File: src/rtl/scl_timing_gen.sv
module scl_timing_gen #(
  parameter int CNT_W = 10,
  parameter int DIV_W = 8
) (
  input  logic               clk,
  input  logic               rst_n,
  input  logic               enable,
  input  logic [DIV_W-1:0]   divider,
  input  logic [3*CNT_W-1:0] timing_word,
  input  logic               scl_in,
  output logic               scl_drive_low,
  output logic               change_stb,
  output logic               sample_stb,
  output logic               stretch_det
);
  localparam int POS_W = CNT_W + 1;

  logic [CNT_W-1:0] hi_q, lo_q, cyc_q;
  logic [DIV_W-1:0] div_q, pre_cnt;
  logic [POS_W-1:0] pos;
  logic             sync_a, sync_b;

  logic [DIV_W-1:0] pre_last;
  logic [POS_W-1:0] lo_ext, cyc_ext, hl_end, span_raw, span, mid;
  logic             in_high, stall, tick, wrap;

  assign pre_last = (div_q == '0) ? '0 : div_q - DIV_W'(1);
  assign lo_ext   = {1'b0, lo_q};
  assign cyc_ext  = {1'b0, cyc_q};
  assign hl_end   = lo_ext + {1'b0, hi_q};
  assign span_raw = (cyc_ext > hl_end) ? cyc_ext : hl_end;
  assign span     = (span_raw == '0) ? POS_W'(1) : span_raw;
  assign mid      = lo_ext + {2'b00, hi_q[CNT_W-1:1]};

  assign in_high = (pos >= lo_ext) && (pos < hl_end);
  assign stall   = enable && in_high && !sync_b;
  assign tick    = enable && !stall && (pre_cnt == pre_last);
  assign wrap    = tick && (pos == span - POS_W'(1));

  always_ff @(posedge clk or negedge rst_n) begin
    if (!rst_n) begin
      sync_a  <= 1'b1;
      sync_b  <= 1'b1;
      hi_q    <= '0;
      lo_q    <= '0;
      cyc_q   <= '0;
      div_q   <= '0;
      pre_cnt <= '0;
      pos     <= '0;
    end else begin
      sync_a <= scl_in;
      sync_b <= sync_a;
      if (!enable || wrap) begin
        hi_q  <= timing_word[3*CNT_W-1:2*CNT_W];
        lo_q  <= timing_word[2*CNT_W-1:CNT_W];
        cyc_q <= timing_word[CNT_W-1:0];
        div_q <= divider;
      end
      if (!enable) begin
        pre_cnt <= '0;
        pos     <= '0;
      end else if (!stall) begin
        if (tick) begin
          pre_cnt <= '0;
          pos     <= wrap ? '0 : pos + POS_W'(1);
        end else begin
          pre_cnt <= pre_cnt + DIV_W'(1);
        end
      end
    end
  end

  assign scl_drive_low = enable && !in_high;
  assign change_stb    = enable && !stall && (pos == '0) && (pre_cnt == '0);
  assign sample_stb    = enable && in_high && sync_b && (pos == mid) && (pre_cnt == '0);
  assign stretch_det   = stall;
endmodule

File: config.mk
export PLATFORM = sky130hd
export DESIGN_NAME = scl_timing_gen
export DESIGN_NICKNAME = d
export VERILOG_FILES = /design/src/rtl/scl_timing_gen.sv
export SDC_FILE = /design/constraint.sdc
export NUM_CORES = 1
export LEC_CHECK = 0
export ABC_CLOCK_PERIOD_IN_PS = 7810
export BUFFER_PORTS_ARGS = -buffer_cell sky130_fd_sc_hd__buf_2
export CORE_MARGIN = 2
export CORE_UTILIZATION = 44
export CTS_CLUSTER_SIZE = 24
export DETAILED_ROUTE_END_ITERATION = 6
export HOLD_SLACK_MARGIN = 0.03
export PLACE_DENSITY = 0.71
export REMOVE_ABC_BUFFERS = 1
export SLEW_MARGIN = 40
export SYNTH_ARGS = -nofsm -noshare
export SYNTH_HDL_FRONTEND = slang
export SYNTH_SLANG_ARGS = --single-unit
File: constraint.sdc
create_clock -name clk -period 7.81 [get_ports clk]
set_clock_uncertainty 0.15 [all_clocks]
set_input_delay 1.1715 -clock clk [delete_from_list [all_inputs] [get_ports clk]]
set_output_delay 1.1715 -clock clk [all_outputs]
set_load 0.01 [all_outputs]
# After elaboration in Yosys (flattened, before gate mapping)
# Index checks and enable logic that the tools add are counted.
[classes]
n_div = 0
addsub = 6
reduce_logical = 22
n_mux = 10
n_bitwise = 0
n_eq_ne = 5
shifts = 0
n_lt_le_gt_ge = 3
mul = 0
[ops]
columns = ["cell", "n"]
rows = [
  ["$mux W11", 6],
  ["$mux W8", 4],
  ["$eq A11 B11 Y1", 2],
  ["$logic_not A11 Y1", 2],
  ["$logic_not A8 Y1", 2],
  ["$logic_and A1 B1 Y1", 12],
  ["$add A10 B10 Y11", 1],
  ["$add A10 B9 Y11", 1],
  ["$add A11 B1 Y11 const B", 1],
  ["$ge A11 B10 Y1", 1],
  ["$gt A10 B11 Y1", 1],
  ["$lt A11 B11 Y1", 1],
  ["$sub A11 B1 Y11 const B", 1],
  ["$add A8 B1 Y8 const B", 1],
  ["$eq A8 B8 Y1", 1],
  ["$sub A8 B1 Y8 const B", 1],
  ["$logic_not A1 Y1", 4],
  ["$ne A2 B1 Y1 const B", 1],
  ["$ne A2 B2 Y1 const B", 1],
  ["$reduce_and A2 Y1", 1],
  ["$logic_or A1 B1 Y1", 1],
]
[word_totals]
ff_bits = 59
inputBits = 42
latch_bits = 0
romBits = 0
memories = 0
ramBits = 0
word_cells = 54

# Logic depth before layout (Yosys ltp)
# Gate-level depths: netlist (run 1).
[depth]
depth_word = 13
depth_mapped = 30

# Worst setup path after synthesis (run 1)
# No wires, ideal clock.
[synth_timing]
path_type = "register to register"
startpoint = "register lo_q[0]"
endpoint = "register hi_q[0]"
required_time_ns = 7.533
stages_incl_launch_ff = 28
setup_slack_ns = 1.604
arrival_ns = 5.929
setup_ns = 0.127
synth_period_minus_slack_ns = 6.206
path_buffers = 4
path_cell_list = "dfrtp_1 -> ha_1 -> fa_1 -> a211oi_2 -> o21a_2 -> xnor2_1 -> inv_1 -> ha_1 -> nand4_1 -> a21oi_1 -> or4_1 -> nand4_1 -> o211ai_2 -> and2_1 -> buf_4 -> mux2_4 -> ha_1 -> clkbuf_1 -> xnor2_1 -> xnor2_1 -> a211o_1 -> o2bb2a_1 -> o2111ai_1 -> or4_4 -> o21ai_2 -> buf_6 -> buf_8 -> mux2_1"
[synth_between]
elab_chain_len = 10
word_cells_on_any_way = 17
cone_classes = "2 x add/sub; 3 x order compare; 1 x eq/ne; 2 x mux; 9 x reduce/logical"
[synth_lines]
columns = ["item", "line", "source"]
rows = [
  ["start: declaration", "18", "logic [CNT_W-1:0] hi_q, lo_q, cyc_q;"],
  ["start signal: assignment", "55", "lo_q <= timing_word[2*CNT_W-1:CNT_W];"],
  ["parallel branches: the longest is 8 deep, another holds $add A10 B10 Y11", "--", ""],
  ["$logic_and A1 B1 Y1 (*)", "38", "assign wrap = tick && (pos == span - POS_W'(1));"],
  ["$logic_or A1 B1 Y1 (*)", "53", "if (!enable || wrap) begin"],
  ["end signal: assignment", "54", "hi_q <= timing_word[3*CNT_W-1:2*CNT_W];"],
  ["end: declaration", "18", ""],
]
# Every way passes the cells marked *.
# A chain may end at the register's enable or synchronous reset.

# Final worst setup path (run 1)
[layout_timing]
startpoint = "register lo_q[8]"
endpoint = "register cyc_q[4]"
[layout_between]
elab_chain_len = 10
word_cells_on_any_way = 17
cone_classes = "2 x add/sub; 3 x order compare; 1 x eq/ne; 2 x mux; 9 x reduce/logical"
[layout_lines]
columns = ["item", "line", "source"]
rows = [
  ["parallel branches: the longest is 8 deep, another holds $add A10 B10 Y11", "--", ""],
  ["$logic_and A1 B1 Y1 (*)", "38", ""],
  ["$logic_or A1 B1 Y1 (*)", "53", ""],
  ["end signal: assignment", "56", "cyc_q <= timing_word[CNT_W-1:0];"],
  ["end: declaration", "18", ""],
]
# Marked as above.

==> load_flow_metrics.sql, run 1 <==
INSERT INTO impl_metrics (metric_group, metric, value, unit) VALUES
('status', 'outcome', 'complete, no violations', ''),
('synth', 'synth.area.top_cells', 'sky130_fd_sc_hd__dfrtp_1 (26%), sky130_fd_sc_hd__ha_1 (12%), sky130_fd_sc_hd__mux2_2 (6.5%)', ''),
('grt', 'globalRouteTotalUtil', '21.2', '%'),
('sta', 'max_slew_margin', '47.9', '%'),
('finish', 'final_core_util', '49.9', '%'),
('routing', 'vias_per_cell', '5.97', ''),
('cts', 'cts.sink_count', '59', ''),
('synth', 'synth.cells.most_frequent', 'sky130_fd_sc_hd__dfrtp_1 (57), sky130_fd_sc_hd__ha_1 (52), sky130_fd_sc_hd__nor2_1 (47), sky130_fd_sc_hd__a21oi_1 (34), sky130_fd_sc_hd__xnor2_1 (33)', ''),
('sta', 'finalMaxSlewViolations', '0', ''),
('sta', 'setup-tns-final', '0', 'ps'),
('setup_path', 'r2r_slack', '440', 'ps'),
('floorplanning', 'die_area', '13200', 'um2'),
('grt', 'antenna_violations_before_repair', '0', ''),
('sta', 'worstMarginPinSlew', '777', 'ps'),
('finish', 'post_layout_nonfiller_instances', '775', ''),
('routing', 'detailroute.via_count', '4627', ''),
('cts', 'clock_tree.root_cell', 'sky130_fd_sc_hd__clkbuf_16', ''),
('grt', 'grt.overflow.total', '0', ''),
('power', 'total_leakage_power', '2.69', 'nW'),
('floorplanning', 'die_height', '115', 'um'),
('grt', 'grt_start_max_net_pins', '60', ''),
('cts', 'clk_latency', '340', 'ps'),
('floorplanning', 'floorplan.core_area', '12000', 'um2'),
('finish', 'sequential_cell_area', '1480', 'um2'),
('cts', 'clkTransAtPathRegs', '50', 'ps'),
('routing', 'wire_length_per_cell_after_detailed_routing', '17.3', 'um'),
('synth', 'syn-instance-count', '591', ''),
('synth', 'synth.avg_cell_area', '9.13', 'um2'),
('finish', 'layout-drive-gt1-share', '18.6', '%'),
('place', 'portBuffers', '45', ''),
('place', 'hpwl_after_dpl', '10.1', 'mm'),
('sta', 'hold_slack', '212', 'ps'),
('finish', 'antenna-diode-count', '0', ''),
('cts', 'tritoncts_clock_tree', 'built', ''),
('place', 'globalplace.congestion', '0.950', ''),
('synth', 'synth_seq_cells', '59', ''),
('synth', 'synth.yosys.warnings', '0', ''),
('setup_path', 'startpoint_type', 'register', ''),
('setup_path', 'cp.arrival', '7440', 'ps'),
('synth', 'synth-main-ff-cell', 'sky130_fd_sc_hd__dfrtp_1', ''),
('sta', 'report.final.hold_viol_count', '0', ''),
('synth', 'async_flop_share', '100', '%'),
('floorplanning', 'initial_core_util', '44.9', '%'),
('routing', 'drt.antenna.violating_nets', '0', ''),
('synth', 'synth.lib_cells_used.distinct', '80', ''),
('cts', 'cts_htree_levels', '3', ''),
('sta', 'fin_crit', '7370', 'ps'),
('synth', 'register_area_share_after_synthesis', '27.4', '%'),
('sta', 'achievable-frequency', '136', 'MHz'),
('setup_path', 'worst-endpoint-required', '7880', 'ps'),
('setup_path', 'crit_path_end_kind', 'register', ''),
('power', 'power_density', '225', 'nW/um2'),
('synth', 'yosysMostFrequentCell', 'sky130_fd_sc_hd__dfrtp_1', ''),
('finish', 'fillers', '1129', ''),
('cts', 'ctsLongestPathBuffers', '2', ''),
('place', 'dpl.cell_count', '759', ''),
('cts', 'cts-buffers-inserted', '9', ''),
('finish', 'nNetsFinal', '719', ''),
('sta', 'final_critical_path_setup_slack', '440', 'ps'),
('routing', 'finalWirelength', '13.4', 'mm'),
('sta', 'grt_setup_unrepaired', 'false', ''),
('hold_path', 'worst_hold_path_type', 'reg -> reg', ''),
('setup_path', 'critical_path_class', 'reg -> reg', ''),
('grt', 'vias_in_the_first_global_route', '4413', ''),
('cts', 'ctsHoldBuffers', '0', ''),
('routing', 'drt_first_pass_iters', '4', ''),
('synth', 'area_share_of_the_leading_cell_type_in_the_synthesized_netlist', '26.4', '%'),
('sta', 'setup_viol_count_final', '0', ''),
('finish', 'layout-area-overhead-vs-synth', '11.1', '%'),
('floorplanning', 'ios', '46', ''),
('floorplanning', 'dieWidth', '115', 'um'),
('routing', 'drt_iter0_markers', '273', ''),
('place', 'post_place_setup_slack', '369', 'ps'),
('setup_path', 'critPathMaxFanout', '18', ''),
('synth', 'post_synth_instance_area', '5400', 'um2'),
('routing', 'drc', '0', ''),
('finish', 'multiInputGateArea', '3650', 'um2'),
('floorplanning', 'rows', '40', ''),
('synth', 'yosys.area.top_type', 'sky130_fd_sc_hd__dfrtp_1', ''),
('job', 'max_cap_viol_count', '0', ''),
('sta', 'final_min_period_over_clock_period', '94.4', '%'),
('synth', 'synth_enable_flop_cells', '0', ''),
('power', 'power.ir.vdd_worst', '0.111', 'mV'),
('grt', 'grt_pass1_wl', '21.9', 'mm');
==> worst max-delay path: stages (launching register included) <==
cell                        delay, ps
sky130_fd_sc_hd__dfrtp_1          410
sky130_fd_sc_hd__ha_1             500
sky130_fd_sc_hd__o21ai_0          190
sky130_fd_sc_hd__nor2b_1          180
sky130_fd_sc_hd__o31a_1           280
sky130_fd_sc_hd__a311oi_1         520
sky130_fd_sc_hd__inv_1            200
sky130_fd_sc_hd__ha_1             400
sky130_fd_sc_hd__nand4_1          110
sky130_fd_sc_hd__nor3_1            70
sky130_fd_sc_hd__nand2_1           70
sky130_fd_sc_hd__a21oi_1           50
sky130_fd_sc_hd__nor3b_2          670
sky130_fd_sc_hd__and2_2           500
sky130_fd_sc_hd__mux2_4           350
sky130_fd_sc_hd__ha_1             310
sky130_fd_sc_hd__xnor2_1          280
sky130_fd_sc_hd__xnor2_1          100
sky130_fd_sc_hd__a211o_1          230
sky130_fd_sc_hd__o2bb2a_1         240
sky130_fd_sc_hd__o2111ai_1        130
sky130_fd_sc_hd__or4_4            460
sky130_fd_sc_hd__o21ai_4          200
sky130_fd_sc_hd__buf_4            250
sky130_fd_sc_hd__mux2_2           360
==> logic make-up after synthesis <==
group / Yosys count / share of synthesized area (%)
simple gates: 183 / 19.1
compound gates: 132 / 17.0
buf+inv: 61 / 5.06
fa+ha+maj: 54 / 12.8
flops: 59 / 27.4
xor+xnor: 57 / 9.25
mux: 45 / 9.39
==> repair_timing <==
item	in CTS	in global routing
resized for setup	0	1
endpoints found under the setup margin	0	38
buffers inserted	0	0
==> power breakdown <==
group	internal, mW	leakage [nW]	switching, mW	total (mW)
sequential	0.330	0.726	0.0380	0.368
combinational	0.264	1.83	0.349	0.612
clock	0.231	0.133	0.135	0.366
total	0.825	2.69	0.522	1.35
==> worst paths after layout <==
kind                                startpoint                   end  cells after the start
setup reg to reg           lo_q[8]$_DFFE_PN0P_  cyc_q[4]$_DFFE_PN0P_                     24
max in group asynchronous                rst_n  cyc_q[0]$_DFFE_PN0P_                      2
setup / recovery           lo_q[8]$_DFFE_PN0P_  cyc_q[4]$_DFFE_PN0P_                     24
min in group asynchronous                rst_n    pos[3]$_DFFE_PN0P_                      2
hold reg to reg               sync_a$_DFF_PN1_      sync_b$_DFF_PN1_                      0
hold / removal                sync_a$_DFF_PN1_      sync_b$_DFF_PN1_                      0
==> final cells by class <==
| type | instances | area share, % |
|---|---|---|
| multi-input combinational | 471 | 60.9 |
| sequential | 59 | 24.7 |
| timing repair buffer | 51 | 4.78 |
| clock buffer | 14 | 4.40 |
| tap | 147 | 3.07 |
| inverter | 31 | 1.94 |
| clock inverter | 2 | 0.209 |
==> registers in the layout (all words and copies together), names as in the netlist <==
name / cells
cyc_q: 10
pos: 11
sync_b: 1
div_q: 8
lo_q: 10
pre_cnt: 8
sync_a: 1
hi_q: 10
==> cell usage in the layout (no fill, tap or decap), types with 3 or more instances in the layout <==
cell type / netlist / final
sky130_fd_sc_hd__dfrtp_1: 57 / 57
sky130_fd_sc_hd__nor4_1: 6 / 6
sky130_fd_sc_hd__o21ai_0: 15 / 15
sky130_fd_sc_hd__buf_2: 5 / 45
sky130_fd_sc_hd__o21bai_1: 4 / 4
sky130_fd_sc_hd__xor2_1: 24 / 24
sky130_fd_sc_hd__and3_1: 5 / 5
sky130_fd_sc_hd__nor2b_1: 7 / 7
sky130_fd_sc_hd__o2111ai_1: 4 / 4
sky130_fd_sc_hd__a211o_1: 3 / 3
sky130_fd_sc_hd__mux2i_1: 3 / 3
sky130_fd_sc_hd__o21ai_1: 3 / 3
sky130_fd_sc_hd__nand2_1: 29 / 29
sky130_fd_sc_hd__and2_1: 7 / 6
sky130_fd_sc_hd__a211oi_1: 4 / 4
sky130_fd_sc_hd__a21oi_1: 34 / 34
sky130_fd_sc_hd__clkbuf_16: 0 / 9
sky130_fd_sc_hd__a21o_1: 19 / 19
sky130_fd_sc_hd__nand3b_1: 3 / 3
sky130_fd_sc_hd__nand4_1: 14 / 14
sky130_fd_sc_hd__o211ai_1: 5 / 5
sky130_fd_sc_hd__xnor2_1: 33 / 33
sky130_fd_sc_hd__mux2_1: 10 / 10
sky130_fd_sc_hd__buf_4: 5 / 4
sky130_fd_sc_hd__and4b_1: 3 / 3
sky130_fd_sc_hd__clkbuf_1: 16 / 3
sky130_fd_sc_hd__nand3_1: 17 / 17
sky130_fd_sc_hd__inv_1: 31 / 31
sky130_fd_sc_hd__mux2_2: 31 / 31
sky130_fd_sc_hd__nor2_1: 47 / 47
sky130_fd_sc_hd__o31ai_1: 7 / 7
sky130_fd_sc_hd__or4_1: 6 / 6
sky130_fd_sc_hd__a31oi_1: 3 / 3
sky130_fd_sc_hd__ha_1: 52 / 52
sky130_fd_sc_hd__nor4b_1: 4 / 4
sky130_fd_sc_hd__nor3_1: 14 / 14
==> stage by stage <==
stage               instance area [um2]  power (mW)
global placement                   5710       0.949
floorplan                          5240       0.821
CTS                                5990        1.35
detailed placement                 5710       0.973
finish                             6000        1.35
global route                       6000        1.44
==> layer usage <==
metal,track usage (%),share of wire [%]
met3,3.80,4.6
met2,34.6,48
met5,0,0
met4,9.16,2.2
met1,27.7,46
Power figures use the tool's default switching activity.
==> inputs of run 2 (changes only) <==
- ABC_CLOCK_PERIOD_IN_PS: 7810 -> 8100
- CORE_UTILIZATION: 44 -> 60
- PLACE_DENSITY: 0.71 -> 0.89
- clock period: 7.81 -> 8.1 ns (I/O delays scaled with it)
==> load_flow_metrics.sql, run 2 (synthesis gave the netlist of run 1 again) <==
INSERT INTO impl_metrics (metric_group, metric, value, unit) VALUES
('status', 'outcome', 'complete, no violations', ''),
('finish', 'nNetsFinal', '718', ''),
('setup_path', 'critical_path_class', 'reg -> reg', ''),
('finish', 'regMostFlops', 'pos', ''),
('routing', 'drt_iter0_markers', '301', ''),
('finish', 'mostFrequentLayoutCell', 'sky130_fd_sc_hd__dfrtp_1', ''),
('floorplanning', 'die_height', '98.8', 'um'),
('sta', 'setup_viol_count_final', '0', ''),
('sta', 'finalMaxSlewViolations', '0', ''),
('cts', 'ctsHoldBuffers', '0', ''),
('cts', 'clkTransAtPathRegs', '80', 'ps'),
('cts', 'cts_htree_levels', '3', ''),
('setup_path', 'critical_path.reg2reg.endpoint', 'lo_q[3]$_DFFE_PN0P_', ''),
('finish', 'multiInputGateArea', '3660', 'um2'),
('routing', 'finalWirelength', '14.0', 'mm'),
('setup_path', 'r2r_slack', '460', 'ps'),
('setup_path', 'crit_path_end_kind', 'register', ''),
('finish', 'largest_register_ffs', '11', ''),
('finish', 'sequential_cell_area', '1480', 'um2'),
('finish', 'final_core_util', '67.2', '%'),
('sta', 'report.final.hold_viol_count', '0', ''),
('grt', 'vias_in_the_first_global_route', '4890', ''),
('cts', 'cts-buffers-inserted', '9', ''),
('sta', 'final_min_period_over_clock_period', '94.3', '%'),
('finish', 'antenna-diode-count', '0', ''),
('floorplanning', 'dieWidth', '98.8', 'um'),
('sta', 'setup-tns-final', '0', 'ps'),
('setup_path', 'cp.arrival', '7730', 'ps'),
('sta', 'worstMarginPinSlew', '784', 'ps'),
('setup_path', 'path_cells', 'ha_1 > and2_1 > a221oi_2 > a211oi_1 > a311oi_2 > inv_1 > ha_1 > nand4_1 > nor3_1 > nand2_1 > a21oi_1 > nor3b_2 > and2_1 > mux2_4 > ha_1 > xnor2_1 > xnor2_1 > a211o_1 > o2bb2a_1 > o2111ai_1 > or4_4 > o21ai_4 > buf_4 > mux2_2', ''),
('setup_path', 'worst-path-buf-inv', '2', ''),
('sta', 'achievable-frequency', '131', 'MHz'),
('power', 'power.ir.vdd_worst', '0.100', 'mV'),
('hold_path', 'holdPathStages', '0', ''),
('cts', 'clock_tree.root_cell', 'sky130_fd_sc_hd__clkbuf_8', ''),
('place', 'portBuffers', '45', ''),
('place', 'place_area', '5650', 'um2'),
('setup_path', 'startpoint_type', 'register', ''),
('cts', 'ctsLongestPathBuffers', '2', ''),
('finish', 'layout.cell_area.non_filler', '5860', 'um2'),
('routing', 'wire_length_per_cell_after_detailed_routing', '19.0', 'um'),
('setup_path', 'worst-endpoint-required', '8190', 'ps'),
('sta', 'grt_setup_unrepaired', 'false', ''),
('cts', 'clk_latency', '370', 'ps'),
('grt', 'grt_pass1_wl', '23.6', 'mm'),
('floorplanning', 'initial_core_util', '61.9', '%'),
('cts', 'post_cts.repair.setup_buffers', '0', ''),
('setup_path', 'critPathMaxFanout', '33', ''),
('setup_path', 'slowest_delay', '680', 'ps'),
('routing', 'drt_first_pass_iters', '5', ''),
('sta', 'max_slew_margin', '47.6', '%'),
('power', 'total_leakage_power', '2.64', 'nW'),
('setup_path', 'cpMostUsedCell', 'sky130_fd_sc_hd__ha_1', ''),
('setup_path', 'regToRegStartpoint', 'hi_q[4]$_DFFE_PN0P_', ''),
('job', 'max_cap_viol_count', '0', ''),
('hold_path', 'worst_hold_path_type', 'reg -> reg', ''),
('power', 'power_density', '211', 'nW/um2'),
('finish', 'layout-area-overhead-vs-synth', '8.56', '%'),
('hold_path', 'whs_endpoint', 'sync_b$_DFF_PN1_', ''),
('routing', 'detailroute.via_count', '4798', ''),
('grt', 'grt.overflow.total', '0', ''),
('routing', 'drt.antenna.violating_nets', '0', ''),
('floorplanning', 'die_area', '9770', 'um2'),
('grt', 'grt_start_max_net_pins', '60', ''),
('routing', 'drc', '0', ''),
('finish', 'final_cell_mix', 'sky130_fd_sc_hd__dfrtp_1 (57), sky130_fd_sc_hd__ha_1 (52), sky130_fd_sc_hd__nor2_1 (47)', ''),
('finish', 'layout-drive-gt1-share', '18.8', '%'),
('floorplanning', 'rows', '34', ''),
('place', 'dpl.cell_count', '719', ''),
('setup_path', 'worst_path_max_delay_cell', 'sky130_fd_sc_hd__and2_1', ''),
('sta', 'fin_crit', '7640', 'ps'),
('finish', 'post_layout_nonfiller_instances', '734', ''),
('cts', 'cts_resized', '0', ''),
('cts', 'tritoncts_clock_tree', 'built', ''),
('routing', 'vias_per_cell', '6.54', ''),
('cts', 'cts.sink_count', '59', ''),
('setup_path', 'worstSetupStartpoint', 'hi_q[4]$_DFFE_PN0P_', ''),
('grt', 'antenna_violations_before_repair', '0', ''),
('grt', 'globalRouteTotalUtil', '30.0', '%'),
('setup_path', 'path_delay_family', 'simple AND/OR/NAND/NOR gates', ''),
('floorplanning', 'floorplan.core_area', '8720', 'um2'),
('hold_path', 'hold_path_origin', 'sync_a$_DFF_PN1_', ''),
('finish', 'fillers', '695', ''),
('setup_path', 'ff2ff_path_depth', '24', ''),
('place', 'globalplace.congestion', '0.921', ''),
('floorplanning', 'ios', '46', ''),
('place', 'hpwl_after_dpl', '10.3', 'mm');
==> run 2: final cells by class <==
type / instances / area share, %
flip-flops and latches: 59 / 25.3
clock buffers: 11 / 2.58
inverters: 31 / 1.99
multi-input cells: 471 / 62.5
clock inverters: 4 / 0.855
repair buffers: 50 / 4.55
well taps: 108 / 2.31
==> run 2: worst max path at each step <==
stage / to / slack (ps) / depth (start not counted)
after floorplan: cyc_q[0]$_DFFE_PN0P_ / 740 / 23
after global placement: lo_q[6]$_DFFE_PN0P_ / 690 / 24
after detailed placement: hi_q[7]$_DFFE_PN0P_ / 380 / 24
after CTS: hi_q[7]$_DFFE_PN0P_ / 360 / 24
after global routing: lo_q[3]$_DFFE_PN0P_ / 90 / 24
final: lo_q[3]$_DFFE_PN0P_ / 460 / 24
==> run 2: through the flow <==
stage | hold WS, ps | power [mW] | setup slack, ps
global route | 226 | 1.32 | 93.9
global placement | 199 | 0.905 | 686
finish | 214 | 1.24 | 461
detailed placement | 199 | 0.934 | 377
floorplan | 195 | 0.792 | 740
CTS | 215 | 1.23 | 358
==> run 2: where the power goes <==
part	leakage, nW	switching [mW]	internal [mW]
Clock	0.0974	0.133	0.157
Combinational	1.82	0.342	0.252
Sequential	0.726	0.0368	0.317
Total	2.64	0.512	0.726
==> run 2: metal layers <==
layer	track usage (%)	routed length (um)	vias up	share of wire (%)
met4	13.4	522	0	3.7
li1	-	-	2228	-
met5	0	0	-	0
met2	48.9	6710	213	48
met3	7.02	1060	51	7.6
met1	38.0	5680	2306	41
==> run 2: worst reg2reg max path, delay by kind of cell (launching register included) <==
family,cells,cell delay [ps]
simple gates,7,2290
compound gates,8,1830
fa+ha+maj,3,1100
mux,2,780
buf+inv,2,570
flops,1,420
xor+xnor,2,400
